==> src/rtl/sdma_pkg.sv <==
package sdma_pkg;
  typedef enum logic [2:0] {
    SQ_IDLE  = 3'd0,
    SQ_LEAD  = 3'd1,
    SQ_ALIGN = 3'd2,
    SQ_READ  = 3'd3,
    SQ_WRITE = 3'd4
  } seq_state_t;
endpackage

==> src/rtl/sdma_ptr.sv <==
module sdma_ptr #(
  parameter int MEM_AW = 8
) (
  input  logic              clk,
  input  logic              rst_n,
  input  logic              load,
  input  logic              bump,
  input  logic [MEM_AW-1:0] din,
  output logic [MEM_AW-1:0] ptr
);
  always_ff @(posedge clk) begin
    if (!rst_n)    ptr <= '0;
    else if (load) ptr <= din;
    else if (bump) ptr <= ptr + 1'b1;
  end
endmodule

==> src/rtl/sdma_seq.sv <==
module sdma_seq
  import sdma_pkg::*;
#(
  parameter int ADDR_W = 16,
  parameter int DATA_W = 8,
  parameter int MEM_AW = 8
) (
  input  logic              clk,
  input  logic              rst_n,
  input  logic              start,
  input  logic [DATA_W-1:0] page_in,
  input  logic              odd_in,
  input  logic [DATA_W-1:0] rd_data,
  output logic              busy,
  output logic              rd_en,
  output logic [ADDR_W-1:0] rd_addr,
  output logic              wr_en,
  output logic [MEM_AW-1:0] idx,
  output logic [DATA_W-1:0] wr_data
);
  localparam int PAGE_W = ADDR_W - MEM_AW;

  seq_state_t        state;
  logic [PAGE_W-1:0] page_q;
  logic              odd_q;
  logic [MEM_AW-1:0] cnt;
  logic [DATA_W-1:0] hold;

  always_ff @(posedge clk) begin
    if (!rst_n) begin
      state  <= SQ_IDLE;
      page_q <= '0;
      odd_q  <= 1'b0;
      cnt    <= '0;
      hold   <= '0;
    end else begin
      case (state)
        SQ_IDLE: if (start) begin
          page_q <= page_in[PAGE_W-1:0];
          odd_q  <= odd_in;
          cnt    <= '0;
          state  <= SQ_LEAD;
        end
        SQ_LEAD:  state <= odd_q ? SQ_ALIGN : SQ_READ;
        SQ_ALIGN: state <= SQ_READ;
        SQ_READ: begin
          hold  <= rd_data;
          state <= SQ_WRITE;
        end
        SQ_WRITE: begin
          cnt   <= cnt + 1'b1;
          state <= (cnt == {MEM_AW{1'b1}}) ? SQ_IDLE : SQ_READ;
        end
        default: state <= SQ_IDLE;
      endcase
    end
  end

  assign busy    = (state != SQ_IDLE);
  assign rd_en   = (state == SQ_READ);
  assign rd_addr = {page_q, cnt};
  assign wr_en   = (state == SQ_WRITE);
  assign idx     = cnt;
  assign wr_data = hold;
endmodule

==> src/rtl/sprite_dma_engine.sv <==
module sprite_dma_engine #(
  parameter int ADDR_W = 16,
  parameter int DATA_W = 8,
  parameter int MEM_AW = 8
) (
  input  logic              clk,
  input  logic              rst_n,
  input  logic              ptr_wr,
  input  logic              data_wr,
  input  logic              trig_wr,
  input  logic [DATA_W-1:0] cpu_wdata,
  input  logic              odd_cycle,
  output logic              stall,
  output logic              bus_rd_en,
  output logic [ADDR_W-1:0] bus_rd_addr,
  input  logic [DATA_W-1:0] bus_rd_data,
  output logic              mem_wr_en,
  output logic [MEM_AW-1:0] mem_wr_addr,
  output logic [DATA_W-1:0] mem_wr_data,
  output logic [MEM_AW-1:0] ptr_out
);
  logic              busy;
  logic              dma_wr;
  logic [MEM_AW-1:0] dma_idx;
  logic [DATA_W-1:0] dma_data;
  logic              port_wr;
  logic              port_ld;

  assign port_wr = data_wr && !busy;
  assign port_ld = ptr_wr && !busy;

  sdma_ptr #(.MEM_AW(MEM_AW)) u_ptr (
    .clk  (clk),
    .rst_n(rst_n),
    .load (port_ld),
    .bump (port_wr),
    .din  (cpu_wdata[MEM_AW-1:0]),
    .ptr  (ptr_out)
  );

  sdma_seq #(.ADDR_W(ADDR_W), .DATA_W(DATA_W), .MEM_AW(MEM_AW)) u_seq (
    .clk    (clk),
    .rst_n  (rst_n),
    .start  (trig_wr),
    .page_in(cpu_wdata),
    .odd_in (odd_cycle),
    .rd_data(bus_rd_data),
    .busy   (busy),
    .rd_en  (bus_rd_en),
    .rd_addr(bus_rd_addr),
    .wr_en  (dma_wr),
    .idx    (dma_idx),
    .wr_data(dma_data)
  );

  assign stall       = busy;
  assign mem_wr_en   = dma_wr || port_wr;
  assign mem_wr_addr = dma_wr ? (ptr_out + dma_idx) : ptr_out;
  assign mem_wr_data = dma_wr ? dma_data : cpu_wdata;
endmodule

==> config.mk <==
export PLATFORM = sky130hd
export DESIGN_NAME = sprite_dma_engine
export DESIGN_NICKNAME = d
export VERILOG_FILES = /design/src/rtl/sdma_pkg.sv /design/src/rtl/sdma_ptr.sv /design/src/rtl/sdma_seq.sv /design/src/rtl/sprite_dma_engine.sv
export SDC_FILE = /design/constraint.sdc
export NUM_CORES = 1
export LEC_CHECK = 0
export CORE_MARGIN = 5
export CORE_UTILIZATION = 40
export CTS_CLUSTER_DIAMETER = 200
export CTS_CLUSTER_SIZE = 10
export DETAILED_ROUTE_END_ITERATION = 8
export GPL_TIMING_DRIVEN = 1
export PLACE_DENSITY = 0.7
export SLEW_MARGIN = 20
export SYNTH_ARGS = -nofsm -noshare
export SYNTH_HDL_FRONTEND = slang
export SYNTH_SLANG_ARGS = --single-unit
==> constraint.sdc <==
create_clock -name clk -period 2.7 [get_ports clk]
set_clock_uncertainty 0.15 [all_clocks]
set_input_delay 0.54 -clock clk [delete_from_list [all_inputs] [get_ports clk]]
set_output_delay 0.54 -clock clk [all_outputs]
set_load 0.03 [all_outputs]
==> results of run 1 <==
path summary, 6_finish.rpt:
kind             startpoint             end
max reg2reg  u_seq.state[0]    u_seq.idx[7]
max            u_ptr.ptr[0]  mem_wr_addr[6]
min reg2reg     u_seq.odd_q     u_seq.odd_q
min             u_seq.odd_q     u_seq.odd_q
cells in the mapped netlist, drive strengths merged, types with 2 or more instances:
| library cell | n |
|---|---|
| nor2b | 2 |
| dfxtp | 36 |
| nor2 | 19 |
| xor2 | 3 |
| nor3 | 4 |
| buf | 5 |
| ha | 9 |
| and3 | 5 |
| and2 | 3 |
| or3 | 3 |
| a21oi | 31 |
| nand3 | 10 |
| nand2 | 86 |
| clkbuf | 8 |
| xnor2 | 4 |
| a22oi | 2 |
| inv | 10 |
| nand2b | 2 |
| nand4 | 2 |
| a31oi | 3 |
| a311oi | 2 |
| o21ai | 19 |
| a221oi | 3 |
| o31ai | 2 |
state kept, by name, summed over array words and instances, names as in the netlist:
register and count:
u_seq.page_q 8, u_seq.odd_q 1, u_seq.state 3, u_seq.wr_data 8, u_ptr.ptr 8, u_seq.idx 8
logic make-up after synthesis:
group	Yosys count
and+or+nand+nor	141
AOI/OAI and AO/OA	73
DFF	36
buffers and inverters	24
adders and majority gates	10
xor gates and xnor gates	7
muxes	2
layout by cell type (no fill, tap or decap), types with 2 or more instances in the layout:
cell type        instances
xor2_1                   3
a31oi_1                  3
xnor2_1                  4
a21oi_1                 30
a221oi_1                 3
inv_1                    8
nand4_1                  2
a22oi_1                  2
clkdlybuf4s50_1         47
nor3_1                   4
nor2_1                  16
buf_4                   44
and2_1                   3
ha_1                     3
and3_1                   5
clkbuf_8                 5
dfxtp_4                  3
or3_1                    3
ha_4                     6
bufinv_16                3
nand3_2                  3
buf_6                    4
nor2_2                   2
nand2b_1                 2
dfxtp_2                  4
o21ai_0                 16
nand3_1                  7
dfxtp_1                 29
o21ai_1                  2
inv_2                    2
nand2_1                 86
layer usage:
layer | part of all wire, % | wire, µm
met1 | 41 | 2865
met5 | 0 | 0
met3 | 8.0 | 558
met2 | 48 | 3364
met4 | 2.6 | 180
area by class of cell:
type	instances	area share (%)
multi-input combinational	233	43.31
timing repair buffer	95	25.64
sequential	36	22.34
clock inverter	3	2.730
tap	70	2.655
clock buffer	5	2.086
inverter	11	1.251
per-stage QoR:
step	TNS [ns]	std cells	power [W]	setup WS (ns)	utilization [%]
after detailed placement	-0.1167	441	0.001164	-0.1167	57.84
final	-0.01581	453	0.001858	-0.01581	64.60
after global placement	-0.08855	441	0.001157	-0.08855	57.84
after CTS	-0.09962	450	0.001855	-0.05810	63.30
after global routing	-0.1692	453	0.001937	-0.1007	64.60
after floorplan	0	293	0.0009188	0.03006	-
worst register-to-register path: stages (launching register included):
cell and delay, ns:
dfxtp_1 0.31, buf_4 0.16, nor3_1 0.29, buf_4 0.24, nand2_1 0.33, nand2_1 0.17, mux2_4 0.16, nor2_2 0.03
repair_timing:
item / 4_1_cts / 5_1_grt
pin swaps: 10 / 7
cloned: 0 / 0
endpoints found under the setup margin: 3 / 3
buffers inserted: 3 / 3
resized for setup: 24 / 16
power by group through the flow:
stage | Clock [W] | Sequential (W) | Combinational, W
5_1_grt | 0.000701 | 0.000607 | 0.000629
6_report | 0.000672 | 0.000602 | 0.000585
2_1_floorplan | 0 | 0.000668 | 0.000250
4_1_cts | 0.000680 | 0.000602 | 0.000573
3_5_place_dp | 0 | 0.000606 | 0.000558
3_3_place_gp | 0 | 0.000606 | 0.000551
==> flow_summary.json, run 1 <==
{
  "dr.pass1.iters": 4,
  "cp_top_family": "adder cells",
  "drv_slew": 0,
  "rsz0062_at_grt": "true",
  "cp-end-kind": "primary output",
  "worst_slew_pin_slew_ns": 0.5195,
  "fillers": 458,
  "fin_crit_sh_pct": 100.6,
  "cts_hold_buffers": 0,
  "gp_congestion": 0.8454,
  "path_class": "register to primary output",
  "start_util_pct": 41.35,
  "internal-power_w": 0.001275,
  "cp_cell_sequence": "ha_4, inv_2, fa_2, nor2b_2, o21ai_2, a21boi_2, buf_4, o2111ai_2, nand3_2, buf_6",
  "ys_ff_latch": 36,
  "synthAdderAreaFrac_pct": 6.280,
  "gr-total-overflow": 0,
  "grt_antenna_before_repair": 0,
  "synth_largest_area_cell": "dfxtp_1",
  "crit_path_start_kind": "register",
  "clkTransAtPathRegs_ns": 0.08,
  "synth_edf_count": 0,
  "cpPeakStageDelay_ns": 0.36,
  "grt_max_degree": 19,
  "setup_slack_ns": -0.01581,
  "grt_usage_pct": 20.43,
  "switching_power_w": 0.0005829,
  "htree_levels": 2,
  "powerDensity_nw_per_um2": 563.2,
  "max_freq_mhz": 368.2,
  "syn_to_final_growth_pct": 56.22,
  "grt_first_pass_wirelength_um": 10540,
  "numCtsBuffers": 5,
  "critPathRequiredTime_ns": 2.01,
  "critPathMaxFanout": 2,
  "place_hpwl_um": 4998,
  "cts_sinks": 36,
  "hold_class": "register to register",
  "die_w_um": 82.67,
  "ant_nets": 0,
  "yosys_warnings": 0,
  "synth_top_family_by_area": "simple AND/OR/NAND/NOR gates",
  "finalSetupViolations": 1,
  "ff2ff_setup_slack_ns": 0.75,
  "grt_pass1_vias": 2236,
  "p_leak_nw": 1.309,
  "grtUsageMet1_pct": 24.17,
  "cpMaxStageDelayCell": "dfxtp_2",
  "fp-row-count": 26,
  "placed_cell_area_um2": 2954,
  "multi_input_area_um2": 1429,
  "core-area_um2": 5107,
  "whs_ns": 0.3036,
  "cts_tree": "done",
  "failed_checks": "negative setup slack",
  "ir_worst_vdd_v": 0.0002985,
  "ys.flop_type": "dfxtp_1",
  "wl_per_cell_um": 15.38,
  "use_met2_pct": 34.54,
  "clock-root-buffer": "clkbuf_8",
  "arrival_ns": 2.03,
  "synthCells": 293,
  "min_period_ns": 2.716,
  "synth_cell_types": 50,
  "diodes": 0,
  "routed_wl_um": 6969,
  "async_flop_share_pct": 0,
  "fin_nets": 414,
  "seqCellArea_um2": 737.0,
  "synth_area_leaders": "dfxtp_1, nand2_1, a21oi_1",
  "path_depth": 10,
  "drc": 0,
  "r2r_cells": 7,
  "cts_max_path_buffers": 2,
  "p_seq_share_pct": 32.4,
  "first_iter_violations": 199,
  "final_layout_size_suffix_gt1_share_pct": 23.24,
  "syn_area_um2": 2112,
  "avgSynthCellArea_um2": 7.208,
  "timing.max_cap.violations": 0,
  "whs_path_depth": 2,
  "die-area_um2": 6834,
  "path_buf_inv": 3,
  "synth-simple-area-share_pct": 30.04,
  "clk_latency_ns": 0.29,
  "met3_usage_pct": 5.423,
  "io_pins": 65,
  "synth_nets": 325,
  "pwr-share-comb_pct": 31.5,
  "synthMuxAreaShare_pct": 1.185,
  "relSlewSlack_pct": 65.33,
  "hold_viol": 0,
  "switching_share_pct": 31.37,
  "die_h_um": 82.67,
  "seq_area_frac_synth_pct": 34.12,
  "route.vias.total": 2409,
  "viasPerCell": 5.318,
  "top_usage_layer": "met2",
  "design_area_um2": 3299,
  "io_buffers": 64,
  "synth_top_area_share_pct": 34.12,
  "p_clk_share_pct": 36.1,
  "synth-xor-area-share_pct": 2.903,
  "synth_compound_area_share_pct": 20.68,
  "status": "finished with violations"
}
(Power assumes the default switching activity.)
==> run 2, diff against run 1 <==
==> constraint.sdc (replaced) <==
create_clock -name clk -period 2.9 [get_ports clk]
set_clock_uncertainty 0.15 [all_clocks]
set_input_delay 0.58 -clock clk [delete_from_list [all_inputs] [get_ports clk]]
set_output_delay 0.58 -clock clk [all_outputs]
set_load 0.005 [all_outputs]
==> run 2 against run 1 <==
  * The run now ends clean
  * Die area did not move
  * Cell count fell by 1.5%
  * First-iteration DRC count fell by 4.0%
  * Design area fell by 4.0%
  * Critical path depth fell by 4
  * Sequential share of layout area rose by 0.50 points
  * Non-clock buffer count fell by 7
  * Combinational power fell by 29%
  * Routed wire length fell by 5.4%
  * Critical path type unchanged
  * Largest cell class unchanged
==> flow_summary.json, run 2 (synthesis results as in run 1) <==
{
  "rsz0062_at_grt": "false",
  "use_met2_pct": 33.89,
  "grt_antenna_before_repair": 0,
  "path_common_cell": "nand2_1",
  "diodes": 0,
  "critPathMaxFanout": 16,
  "cp_top_family": "buffers and inverters",
  "setup_slack_ns": 0.1753,
  "p_seq_share_pct": 39.3,
  "fin_crit_sh_pct": 93.95,
  "gp_congestion": 0.8581,
  "path_buf_inv": 3,
  "finalSetupViolations": 0,
  "fin_nets": 407,
  "crit_path_end": "mem_wr_data[4]",
  "cp-end-kind": "primary output",
  "die-area_um2": 6834,
  "final_common_cell": "nand2_1",
  "r2r_start": "u_seq.state[1]",
  "arrival_ns": 1.99,
  "syn_to_final_growth_pct": 49.94,
  "powerDensity_nw_per_um2": 449.9,
  "grt_first_pass_wirelength_um": 10610,
  "fp-row-count": 26,
  "p_clk_share_pct": 31.3,
  "hold_class": "register to register",
  "io_pins": 65,
  "switching_share_pct": 29.72,
  "cpPeakStageDelay_ns": 0.50,
  "internal-power_w": 0.001001,
  "route.vias.total": 2354,
  "htree_levels": 2,
  "ff2ff_setup_slack_ns": 0.89,
  "io_buffers": 64,
  "core-area_um2": 5107,
  "die_w_um": 82.67,
  "final_layout_size_suffix_gt1_share_pct": 14.36,
  "wl_per_cell_um": 14.78,
  "start_util_pct": 41.35,
  "p_leak_nw": 1.237,
  "clk_latency_ns": 0.29,
  "cp_cell_sequence": "buf_4, nor3b_4, buf_6, nand2_1, nand2_1, clkdlybuf4s50_1",
  "cts_max_path_buffers": 2,
  "numCtsBuffers": 5,
  "dp_slack_ns": -0.03371,
  "cpMaxStageDelayCell": "clkdlybuf4s50_1",
  "crit_path_start_kind": "register",
  "critPathRequiredTime_ns": 2.17,
  "path_depth": 6,
  "cp-startpoint": "u_seq.state[1]",
  "ir_worst_vdd_v": 0.0003060,
  "place_hpwl_um": 4914,
  "r2r_cells": 7,
  "hold_path.startpoint": "u_seq.odd_q",
  "status": "finished, final reports clean",
  "total_power_w": 0.001425,
  "drv_slew": 0,
  "switching_power_w": 0.0004234,
  "whs_ns": 0.3023,
  "die_h_um": 82.67,
  "viasPerCell": 5.278,
  "cts_sinks": 36,
  "max_freq_mhz": 367.0,
  "final_cell_mix": "nand2_1, clkdlybuf4s50_1, dfxtp_1",
  "cts_hold_buffers": 0,
  "met3_usage_pct": 6.074,
  "timing.max_cap.violations": 0,
  "hold_viol": 0,
  "ant_nets": 0,
  "relSlewSlack_pct": 67.55,
  "drc": 0,
  "path_class": "register to primary output",
  "dr.pass1.iters": 4,
  "grt_max_degree": 29,
  "grt_usage_pct": 20.44,
  "clkTransAtPathRegs_ns": 0.08,
  "setup_tns_ns": 0,
  "routed_wl_um": 6592,
  "first_iter_violations": 191,
  "pwr-share-comb_pct": 29.4,
  "gr-total-overflow": 0,
  "r2r_end": "u_seq.idx[6]",
  "min_period_ns": 2.725,
  "worst_slew_pin_slew_ns": 0.4862,
  "cts_tree": "done",
  "top_usage_layer": "met2",
  "grtUsageMet1_pct": 25.59,
  "grt_pass1_vias": 2229,
  "fillers": 464,
  "clock-root-buffer": "clkbuf_8"
}
run 2: cell types whose count changed in the layout (fill, tap and decap cells not counted), moves of 3 or more:
cell             delta
dfxtp_4             -3
clkdlybuf4s50_1    +12
buf_4              -22
dfxtp_1             +5
run 2: cell type report:
type                       instances  area (µm²)  share of cell area, %
multi-input combinational        233        1381                  43.62
timing repair buffer              88       818.3                  25.84
sequential                        36       723.2                  22.84
tap                               70       87.58                  2.766
clock buffer                       5       68.82                  2.173
inverter                          11       45.04                  1.422
clock inverter                     3       42.54                  1.343
run 2: tightest hold or removal path, stage by stage, from the launching register on:
cell and delay (ns):
dfxtp_1 0.31, nand2_1 0.05, a21oi_1 0.05
run 2: routing by layer:
| layer | up-vias | wire (µm) |
|---|---|---|
| met5 | - | 0 |
| met2 | 88 | 3135 |
| met3 | 4 | 493 |
| li1 | 1178 | - |
| met1 | 1084 | 2902 |
| met4 | 0 | 61 |
run 2: how the worst min path moves through the flow:
| stage | to | slack, ns | cells past startpoint |
|---|---|---|---|
| floorplan | u_seq.odd_q | 0.28 | 2 |
| global placement | u_seq.page_q[7] | 0.29 | 2 |
| detailed placement | u_seq.odd_q | 0.29 | 2 |
| CTS | u_seq.odd_q | 0.31 | 2 |
| global route | u_seq.odd_q | 0.32 | 2 |
| finish | u_seq.odd_q | 0.30 | 2 |
run 2: timing repair:
item | CTS | global route
pin swaps | 3 | 6
buffers inserted | 2 | 0
gates resized for setup | 14 | 16
endpoints found under the setup margin | 5 | 15
run 2: through the flow:
stage	area, µm²	cells	util [%]
2_1_floorplan	2112	293	-
3_3_place_gp	2953	437	57.81
3_5_place_dp	2953	437	57.81
4_1_cts	3126	447	61.20
5_1_grt	3167	446	62.00
6_report	3167	446	62.00
run 2: power groups by stage:
stage / combinational, W / clock, W / sequential, W
2_1_floorplan: 0.000175 / 0 / 0.000575
3_3_place_gp: 0.000404 / 0 / 0.000564
3_5_place_dp: 0.000409 / 0 / 0.000566
4_1_cts: 0.000413 / 0.000457 / 0.000558
5_1_grt: 0.000467 / 0.000472 / 0.000564
6_report: 0.000418 / 0.000447 / 0.000560
